`src/rtl/hb_pkg.sv`:
```
package hb_pkg;

  // Sampled control pins of the host bus
  typedef struct packed {
    logic cs_n;
    logic rd;    // RD (Intel) or data strobe (Motorola)
    logic ale;   // ALE / AS, or address bit 7 when separate buses
    logic wr;    // WR (Intel) or read/not-write (Motorola)
  } hb_ctl_t;

  localparam hb_ctl_t HB_CTL_IDLE = '{cs_n: 1'b1, rd: 1'b1, ale: 1'b0, wr: 1'b1};

  // Motorola data strobe: active high on separate buses, active low when multiplexed
  function automatic logic ds_active(input logic mux, input logic ds_pin);
    return mux ? ~ds_pin : ds_pin;
  endfunction

endpackage

```
`src/rtl/hb_pin_sampler.sv`:
```
module hb_pin_sampler
  import hb_pkg::*;
#(
  parameter int DW  = 8,
  parameter int LAW = 7
) (
  input  logic           clk,
  input  logic           rst_n,
  input  hb_ctl_t        ctl_pin,
  input  logic [LAW-1:0] lo_pin,
  input  logic [DW-1:0]  bus_pin,
  output hb_ctl_t        ctl_cur,
  output hb_ctl_t        ctl_prev,
  output logic [LAW-1:0] lo_cur,
  output logic [LAW-1:0] lo_prev,
  output logic [DW-1:0]  bus_cur,
  output logic [DW-1:0]  bus_prev
);

  always_ff @(posedge clk or negedge rst_n) begin
    if (!rst_n) begin
      ctl_cur  <= HB_CTL_IDLE;
      ctl_prev <= HB_CTL_IDLE;
      lo_cur   <= '0;
      lo_prev  <= '0;
      bus_cur  <= '0;
      bus_prev <= '0;
    end else begin
      ctl_cur  <= ctl_pin;
      ctl_prev <= ctl_cur;
      lo_cur   <= lo_pin;
      lo_prev  <= lo_cur;
      bus_cur  <= bus_pin;
      bus_prev <= bus_cur;
    end
  end

endmodule

```
`src/rtl/hb_strobe_decode.sv`:
```
module hb_strobe_decode
  import hb_pkg::*;
(
  input  logic    mode_moto,
  input  logic    mode_mux,
  input  hb_ctl_t ctl_cur,
  input  hb_ctl_t ctl_prev,
  output logic    rd_active,
  output logic    wr_commit
);

  logic ds_now, ds_was, rd_moto, rd_intel, wr_moto, wr_intel;

  always_comb begin
    ds_now   = ds_active(mode_mux, ctl_cur.rd);
    ds_was   = ds_active(mode_mux, ctl_prev.rd);
    rd_intel = ~ctl_cur.rd;
    rd_moto  = ds_now & ctl_cur.wr;
    // trailing edge of the active strobe, chip select seen while it was active
    wr_intel = ~ctl_prev.wr & ctl_cur.wr;
    wr_moto  = ds_was & ~ds_now & ~ctl_prev.wr;
    rd_active = ~ctl_cur.cs_n & (mode_moto ? rd_moto : rd_intel);
    wr_commit = ~ctl_prev.cs_n & (mode_moto ? wr_moto : wr_intel);
  end

endmodule

```
`src/rtl/hb_addr_select.sv`:
```
module hb_addr_select #(
  parameter int AW = 8,
  parameter int DW = 8,
  localparam int LAW = AW - 1
) (
  input  logic           clk,
  input  logic           rst_n,
  input  logic           mode_mux,
  input  logic           ale_cur,
  input  logic           ale_prev,
  input  logic [LAW-1:0] lo_cur,
  input  logic [LAW-1:0] lo_prev,
  input  logic [DW-1:0]  bus_cur,
  output logic [AW-1:0]  addr_now,
  output logic [AW-1:0]  addr_was
);

  logic [AW-1:0] latched_q;

  always_ff @(posedge clk or negedge rst_n) begin
    if (!rst_n)
      latched_q <= '0;
    else if (mode_mux && ale_cur && !ale_prev)
      latched_q <= bus_cur[AW-1:0];
  end

  always_comb begin
    addr_now = mode_mux ? latched_q : {ale_cur, lo_cur};
    addr_was = mode_mux ? latched_q : {ale_prev, lo_prev};
  end

endmodule

```
`src/rtl/hb_irq_gen.sv`:
```
module hb_irq_gen #(
  parameter int DW    = 8,
  parameter int NSTAT = 2,
  localparam int SW   = DW * NSTAT
) (
  input  logic [SW-1:0] flags,
  input  logic [SW-1:0] enables,
  input  logic          hiz,
  output logic          pull_low
);

  logic [NSTAT-1:0] reg_hit;

  for (genvar g = 0; g < NSTAT; g++) begin : g_stat
    assign reg_hit[g] = |(flags[g*DW +: DW] & enables[g*DW +: DW]);
  end

  assign pull_low = (|reg_hit) & ~hiz;

endmodule

```
`src/rtl/hb_host_adapter.sv`:
```
module hb_host_adapter
  import hb_pkg::*;
#(
  parameter int DW    = 8,
  parameter int AW    = 8,
  parameter int NSTAT = 2,
  localparam int LAW  = AW - 1,
  localparam int SW   = DW * NSTAT
) (
  input  logic           clk,
  input  logic           rst_n,
  input  logic           mode_moto,
  input  logic           mode_mux,
  input  logic           test_hiz,
  input  logic           cs_n,
  input  logic           ctl_rd,
  input  logic           ctl_ale,
  input  logic           ctl_wr,
  input  logic [LAW-1:0] addr_lo,
  input  logic [DW-1:0]  bus_in,
  output logic [DW-1:0]  bus_out,
  output logic           bus_oe,
  output logic [AW-1:0]  reg_rd_addr,
  output logic           reg_rd_en,
  input  logic [DW-1:0]  reg_rd_data,
  output logic           reg_wr_en,
  output logic [AW-1:0]  reg_wr_addr,
  output logic [DW-1:0]  reg_wr_data,
  input  logic [SW-1:0]  stat_flags,
  input  logic [SW-1:0]  stat_enable,
  output logic           irq_pull_low
);

  hb_ctl_t          ctl_pin, ctl_cur, ctl_prev;
  logic [LAW-1:0]   lo_cur, lo_prev;
  logic [DW-1:0]    bus_cur, bus_prev;
  logic             rd_active, wr_commit;
  logic [AW-1:0]    addr_now, addr_was;

  assign ctl_pin = '{cs_n: cs_n, rd: ctl_rd, ale: ctl_ale, wr: ctl_wr};

  hb_pin_sampler #(.DW(DW), .LAW(LAW)) u_sampler (
    .clk(clk), .rst_n(rst_n),
    .ctl_pin(ctl_pin), .lo_pin(addr_lo), .bus_pin(bus_in),
    .ctl_cur(ctl_cur), .ctl_prev(ctl_prev),
    .lo_cur(lo_cur), .lo_prev(lo_prev),
    .bus_cur(bus_cur), .bus_prev(bus_prev)
  );

  hb_strobe_decode u_decode (
    .mode_moto(mode_moto), .mode_mux(mode_mux),
    .ctl_cur(ctl_cur), .ctl_prev(ctl_prev),
    .rd_active(rd_active), .wr_commit(wr_commit)
  );

  hb_addr_select #(.AW(AW), .DW(DW)) u_addr (
    .clk(clk), .rst_n(rst_n), .mode_mux(mode_mux),
    .ale_cur(ctl_cur.ale), .ale_prev(ctl_prev.ale),
    .lo_cur(lo_cur), .lo_prev(lo_prev), .bus_cur(bus_cur),
    .addr_now(addr_now), .addr_was(addr_was)
  );

  hb_irq_gen #(.DW(DW), .NSTAT(NSTAT)) u_irq (
    .flags(stat_flags), .enables(stat_enable), .hiz(test_hiz),
    .pull_low(irq_pull_low)
  );

  // Write commit: one registered pulse with the values seen while the strobe was active
  always_ff @(posedge clk or negedge rst_n) begin
    if (!rst_n) begin
      reg_wr_en   <= 1'b0;
      reg_wr_addr <= '0;
      reg_wr_data <= '0;
    end else begin
      reg_wr_en <= wr_commit;
      if (wr_commit) begin
        reg_wr_addr <= addr_was;
        reg_wr_data <= bus_prev;
      end
    end
  end

  assign reg_rd_addr = addr_now;
  assign reg_rd_en   = rd_active;
  assign bus_oe      = rd_active & ~test_hiz;
  assign bus_out     = reg_rd_data;

endmodule

```
`config.mk`:
```
export PLATFORM = sky130hd
export DESIGN_NAME = hb_host_adapter
export DESIGN_NICKNAME = d
export VERILOG_FILES = /design/src/rtl/hb_pkg.sv /design/src/rtl/hb_pin_sampler.sv /design/src/rtl/hb_strobe_decode.sv /design/src/rtl/hb_addr_select.sv /design/src/rtl/hb_irq_gen.sv /design/src/rtl/hb_host_adapter.sv
export SDC_FILE = /design/constraint.sdc
export NUM_CORES = 1
export LEC_CHECK = 0
export BUFFER_PORTS_ARGS = -buffer_cell sky130_fd_sc_hd__buf_2
export CORE_MARGIN = 4
export CORE_UTILIZATION = 30
export DETAILED_ROUTE_END_ITERATION = 10
export GPL_TIMING_DRIVEN = 0
export PLACE_DENSITY = 0.58
export SYNTH_ARGS = -nofsm -noshare
export SYNTH_HDL_FRONTEND = slang
export SYNTH_SLANG_ARGS = --single-unit
```
`constraint.sdc`:
```
create_clock -name clk -period 5.4 [get_ports clk]
set_clock_uncertainty 0.2 [all_clocks]
set_input_delay 1.35 -clock clk [delete_from_list [all_inputs] [get_ports clk]]
set_output_delay 1.35 -clock clk [all_outputs]
set_load 0.03 [all_outputs]
```
==> results of run 1 <==
state kept, by name, indices dropped and copies added, names as in the netlist:
register	count
reg_wr_en	1
u_sampler.ctl_prev	4
u_sampler.lo_cur	7
u_addr.latched_q	8
u_sampler.lo_prev	7
reg_wr_data	8
reg_wr_addr	8
u_sampler.bus_prev	8
u_sampler.bus_cur	8
u_sampler.ctl_cur	4
logic make-up after synthesis:
kind of cell	after synthesis
simple gates	17
buf+inv	12
flops	63
compound gates	20
mux	32
worst paths after layout:
kind | cells after the start | from | slack (ns) | to
setup / recovery | 5 | mode_mux | 0.97 | reg_rd_addr[6]
hold reg to reg | 0 | u_sampler.ctl_cur[3] | 0.17 | u_sampler.ctl_prev[3]
max in group asynchronous | 1 | rst_n | 3.60 | u_addr.latched_q[7]
hold / removal | 0 | u_sampler.ctl_cur[3] | 0.17 | u_sampler.ctl_prev[3]
min in group asynchronous | 1 | rst_n | 0.90 | u_addr.latched_q[5]
setup reg to reg | 4 | u_sampler.ctl_prev[2] | 3.00 | reg_wr_data[4]
synth_stat cells:
cell type,instances,area share
a21oi_1,9,0.020
or3b_4,1,0.0050
a221oi_1,3,0.012
a311oi_4,1,0.012
clkbuf_1,1,0.0017
nand4b_1,1,0.0039
dfrtp_1,57,0.63
buf_2,1,0.0022
mux2_2,21,0.10
nor2_1,9,0.015
dfstp_2,6,0.069
a22o_1,3,0.012
mux2_1,3,0.015
buf_6,2,0.0099
nor2b_1,1,0.0028
a22oi_1,2,0.0066
mux2i_1,8,0.035
a31oi_1,1,0.0028
nand3b_1,2,0.0066
nand2_1,1,0.0017
and3_1,1,0.0028
buf_4,8,0.026
or2_2,1,0.0028
a21o_1,1,0.0033
per-stage QoR:
| step | instances | total power, uW |
|---|---|---|
| floorplan | 144 | 713 |
| global placement | 334 | 798 |
| detailed placement | 334 | 804 |
| CTS | 350 | 1230 |
| global route | 350 | 1270 |
| finish | 350 | 1210 |
power by group:
part | leakage (uW) | switching (uW) | internal, uW | total (uW)
Sequential | 0.000727 | 27.4 | 528 | 555
Combinational | 0.000644 | 145 | 89.4 | 235
Clock | 0.000109 | 170 | 250 | 419
Total | 0.00148 | 343 | 867 | 1210
metal layers:
layer  global-route usage  up-vias  routed length (um)
li1                     -      706                   -
met1                0.134      720                1930
met2                0.181       50                2560
met3               0.0430       12                 323
met4               0.0613        0                 107
met5                    0        -                   0
layout make-up:
cell class / instances / area [sq um] / share of cell area
plain buffers: 12 / 91.3 / 0.0298
clock buffers: 13 / 169 / 0.0552
clock inverters: 3 / 40.0 / 0.0131
multi-input cells: 69 / 594 / 0.194
flip-flops and latches: 63 / 1580 / 0.518
well taps: 99 / 124 / 0.0405
repair buffers: 91 / 458 / 0.150
critical path: cells and delay by family:
kind | cells | cell delay [ns]
buffers and inverters | 4 | 1.15
muxes | 1 | 0.38
==> flow_metrics.env, run 1 <==
export IMPL_status="completed"
export IMPL_die_area_sq_um=9020
export IMPL_cp_data_required_time_ns=3.85
export IMPL_fin_util=0.420
export IMPL_viasPerCell=4.25
export IMPL_worst_hold_path_type="reg2reg"
export IMPL_fmax_mhz=226
export IMPL_grt_antenna_before_repair=0
export IMPL_syn_to_final_growth_pct=34.8
export IMPL_htree_levels=3
export IMPL_place_area_sq_um=2850
export IMPL_tritoncts="done"
export IMPL_place_gp_congestion=0.661
export IMPL_grt_usage=0.114
export IMPL_finalCritPeriodShare=0.820
export IMPL_layout_min_cycle_time_ns=4.43
export IMPL_cts_hold_fix_buffers=0
export IMPL_synthAdderAreaFrac=0
export IMPL_worst_pin_slew_ns=0.776
export IMPL_grt_pass1_wl_um=7420
export IMPL_power_density_nw_per_um2=395
export IMPL_final_setup_viol_count=0
export IMPL_synth_cell_types=24
export IMPL_synthMuxAreaShare=0.154
export IMPL_fillers=747
export IMPL_p_leak_uw=0.00148
export IMPL_synth_top_family_by_area="multiplexers"
export IMPL_synth_compound_area_frac=0.0673
export IMPL_hold_violations=0
export IMPL_die_width_um=95.0
export IMPL_critPathCaptureType="primary output"
export IMPL_final_common_cell="buf_2"
export IMPL_syn_nets=208
export IMPL_rows=31
export IMPL_syn_mean_instance_area_sq_um=15.8
export IMPL_clock_root_buffer="clkbuf_8"
export IMPL_syn_area_sq_um=2270
export IMPL_clock_sinks=63
export IMPL_layout_setup_ws_ns=0.970
export IMPL_slowest_stage="clkbuf_1"
export IMPL_peakVddDrop_uv=134
export IMPL_drt_iter0_markers=24
export IMPL_hold_slack_ns=0.166
export IMPL_setup_tns_ns=0
export IMPL_syn_inst=144
export IMPL_max_stage_delay_ns=0.45
export IMPL_grt_max_degree=64
export IMPL_max_slew_margin=0.483
export IMPL_crit_type="in2out"
export IMPL_ctsResizeCount=0
export IMPL_final_nets=310
export IMPL_drc=0
export IMPL_diodes=0
export IMPL_synth_warnings=0
export IMPL_rsz0062_at_grt="no"
export IMPL_synth_seq_area_share=0.698
export IMPL_path_cells="buf_2 > clkbuf_1 > buf_2 > mux2_2 > buf_2"
export IMPL_hpwl_um=3470
export IMPL_yosys_area_share_xor_xnor=0
export IMPL_clk_latency_ns=0.33
export IMPL_wl_um=4920
export IMPL_port_buffers=91
export IMPL_synthSimpleGateAreaFrac=0.0402
export IMPL_cp_arrival_ns=2.88
export IMPL_layout_drive_gt1_share=0.586
export IMPL_gr_total_overflow=0
export IMPL_grt_pass1_vias=1474
export IMPL_core_area_sq_um=7290
export IMPL_die_h_um=95.0
export IMPL_vias=1488
export IMPL_cts_buffers=9
export IMPL_layout_common_cells="buf_2 (91), dfrtp_1 (57), mux2_2 (21), clkbuf_8 (12)"
export IMPL_critPathLaunchType="primary input"
export IMPL_post_cts_buffers=0
export IMPL_dr_pass1_iters=2
export IMPL_cp_max_fo=10
export IMPL_cts_path_max_buffers=2
export IMPL_post_place_ws_ns=0.905
export IMPL_critical_path_most_common_cell="buf_2"
export IMPL_synth_seq_cells=63
export IMPL_final_area_sq_um=3060
export IMPL_ant_nets=0
export IMPL_num_io_pins=100
export IMPL_max_cap_violations=0
export IMPL_start_util=0.311
export IMPL_wl_per_cell_um=14.1
export IMPL_clk_pin_slew_ns=0.07
export IMPL_finalMaxSlewViolations=0
No activity file was read; power rests on OpenSTA's default activity.
==> run 2: changes to the inputs <==
--- a/config.mk
+++ b/config.mk
@@ -10,7 +10,7 @@
 export CORE_UTILIZATION = 30
 export DETAILED_ROUTE_END_ITERATION = 10
 export GPL_TIMING_DRIVEN = 0
-export PLACE_DENSITY = 0.58
+export PLACE_DENSITY = 0.6
 export SYNTH_ARGS = -nofsm -noshare
 export SYNTH_HDL_FRONTEND = slang
 export SYNTH_SLANG_ARGS = --single-unit
==> constraint.sdc (replaced) <==
create_clock -name clk -period 3.83 [get_ports clk]
set_clock_uncertainty 0.2 [all_clocks]
set_input_delay 0.9575 -clock clk [delete_from_list [all_inputs] [get_ports clk]]
set_output_delay 0.9575 -clock clk [all_outputs]
set_load 0.03 [all_outputs]
==> flow_metrics.env, run 2 (synthesis gave the netlist of run 1 again) <==
export IMPL_ctsResizeCount=0
export IMPL_port_buffers=91
export IMPL_fin_util=0.422
export IMPL_final_seq_area_sq_um=1580
export IMPL_place_gp_congestion=0.669
export IMPL_wl_per_cell_um=13.6
export IMPL_multi_input_area_sq_um=594
export IMPL_cts_buffers=9
export IMPL_finalCritPeriodShare=0.956
export IMPL_clkPwrFrac=0.364
export IMPL_htree_levels=3
export IMPL_dr_pass1_iters=4
export IMPL_die_h_um=95.0
export IMPL_post_cts_buffers=0
export IMPL_pwr_share_seq=0.448
export IMPL_place_area_sq_um=2850
export IMPL_drt_iter0_markers=15
export IMPL_peakVddDrop_uv=178
export IMPL_ant_nets=0
export IMPL_rr_worst_depth=4
export IMPL_setup_tns_ns=0
export IMPL_layout_common_cells="buf_2 (91), dfrtp_1 (57), mux2_2 (21), clkbuf_8 (11)"
export IMPL_finalMaxSlewViolations=0
export IMPL_final_common_cell="buf_2"
export IMPL_r2r_setup_slack_ns=1.46
export IMPL_crit_type="in2out"
export IMPL_vias=1519
export IMPL_r2r_end="reg_wr_data[6]"
export IMPL_hold_violations=0
export IMPL_num_io_pins=100
export IMPL_gr_total_overflow=0
export IMPL_worst_pin_slew_ns=0.756
export IMPL_syn_to_final_growth_pct=35.5
export IMPL_grt_max_degree=64
export IMPL_final_area_sq_um=3080
export IMPL_max_cap_violations=0
export IMPL_clock_sinks=63
export IMPL_rows=31
export IMPL_critPathCaptureType="primary output"
export IMPL_fillers=734
export IMPL_clk_latency_ns=0.33
export IMPL_holdPathStages=0
export IMPL_diodes=0
export IMPL_cts_hold_fix_buffers=0
export IMPL_clock_root_buffer="clkbuf_8"
export IMPL_drc=0
export IMPL_wl_um=4740
export IMPL_swShare=0.272
export IMPL_grt_antenna_before_repair=0
export IMPL_crit_reg2reg_launch="u_sampler.ctl_prev[2]"
export IMPL_cp_max_fo=10
export IMPL_holdCritStartpoint="u_sampler.bus_cur[0]"
export IMPL_p_int_uw=1270
export IMPL_min_to="u_sampler.bus_prev[0]"
export IMPL_p_leak_uw=0.00148
export IMPL_rsz0062_at_grt="no"
export IMPL_slowest_stage="clkbuf_1"
export IMPL_status="completed"
export IMPL_grt_usage=0.108
export IMPL_cts_path_max_buffers=2
export IMPL_layout_min_cycle_time_ns=3.66
export IMPL_final_setup_viol_count=0
export IMPL_start_util=0.311
export IMPL_tritoncts="done"
export IMPL_net_switching_power_uw=475
export IMPL_grt_pass1_wl_um=7090
export IMPL_grt_pass1_vias=1535
export IMPL_clk_pin_slew_ns=0.07
export IMPL_cp_arrival_ns=2.51
export IMPL_final_nets=310
export IMPL_path_buf_inv=4
export IMPL_max_slew_margin=0.496
export IMPL_path_cells="buf_2 > clkbuf_1 > buf_2 > mux2_2 > buf_2"
export IMPL_max_stage_delay_ns=0.46
export IMPL_pwr_share_comb=0.188
export IMPL_die_width_um=95.0
export IMPL_critical_path_most_common_cell="buf_2"
export IMPL_viasPerCell=4.34
export IMPL_cp_data_required_time_ns=2.67
export IMPL_layout_drive_gt1_share=0.582
export IMPL_die_area_sq_um=9020
export IMPL_core_area_sq_um=7290
export IMPL_critical_path_top_delay_family="buffers and inverters"
export IMPL_fmax_mhz=273
export IMPL_power_density_nw_per_um2=568
export IMPL_worst_hold_path_type="reg2reg"
export IMPL_hpwl_um=3410
export IMPL_critPathLaunchType="primary input"
run 2: worst reg2reg max path, stage by stage (launching register included):
cell      delay, ns
dfstp_2        0.52
or3b_4         0.38
a311oi_4       0.58
buf_6          0.24
mux2_1         0.34
run 2: how the worst max path moves through the flow:
stage	start	endpoint	slack (ns)	depth (start not counted)
finish	mode_mux	reg_rd_addr[5]	0.17	5
global route	mode_mux	reg_rd_addr[5]	0.07	5
CTS	mode_mux	reg_rd_addr[5]	0.13	5
detailed placement	mode_mux	reg_rd_addr[5]	0.16	5
global placement	mode_mux	reg_rd_addr[5]	0.14	5
floorplan	mode_mux	bus_oe	0.12	5
run 2: final cells by class:
class	count	share of cell area
sequential	63	0.515
multi-input combinational	69	0.193
timing repair buffer	91	0.149
clock buffer	13	0.0517
tap	99	0.0403
buffer	12	0.0297
clock inverter	3	0.0212
run 2: power by group through the flow:
stage                     Combinational (uW)  Sequential [uW]  Clock, uW
final                                    329              783        636
after global routing                     356              792        690
after CTS                                337              785        658
after detailed placement                 336              797          0
after global placement                   332              793          0
after floorplan                          136              870          0
run 2: per-layer routing:
| metal | global-route usage | wire length (um) | share of wire |
|---|---|---|---|
| met1 | 0.121 | 1890 | 0.40 |
| met2 | 0.179 | 2430 | 0.51 |
| met3 | 0.0311 | 321 | 0.068 |
| met4 | 0.0709 | 104 | 0.022 |
| met5 | 0 | 0 | 0 |
run 2: per-stage QoR:
| step | hold slack, ns | total power, uW | std cells | worst slack, ns |
|---|---|---|---|---|
| 2_1_floorplan | 0.150 | 1010 | 144 | 0.125 |
| 3_3_place_gp | 0.153 | 1120 | 334 | 0.141 |
| 3_5_place_dp | 0.157 | 1130 | 334 | 0.159 |
| 4_1_cts | 0.164 | 1780 | 350 | 0.133 |
| 5_1_grt | 0.175 | 1840 | 350 | 0.0731 |
| 6_report | 0.160 | 1750 | 350 | 0.167 |
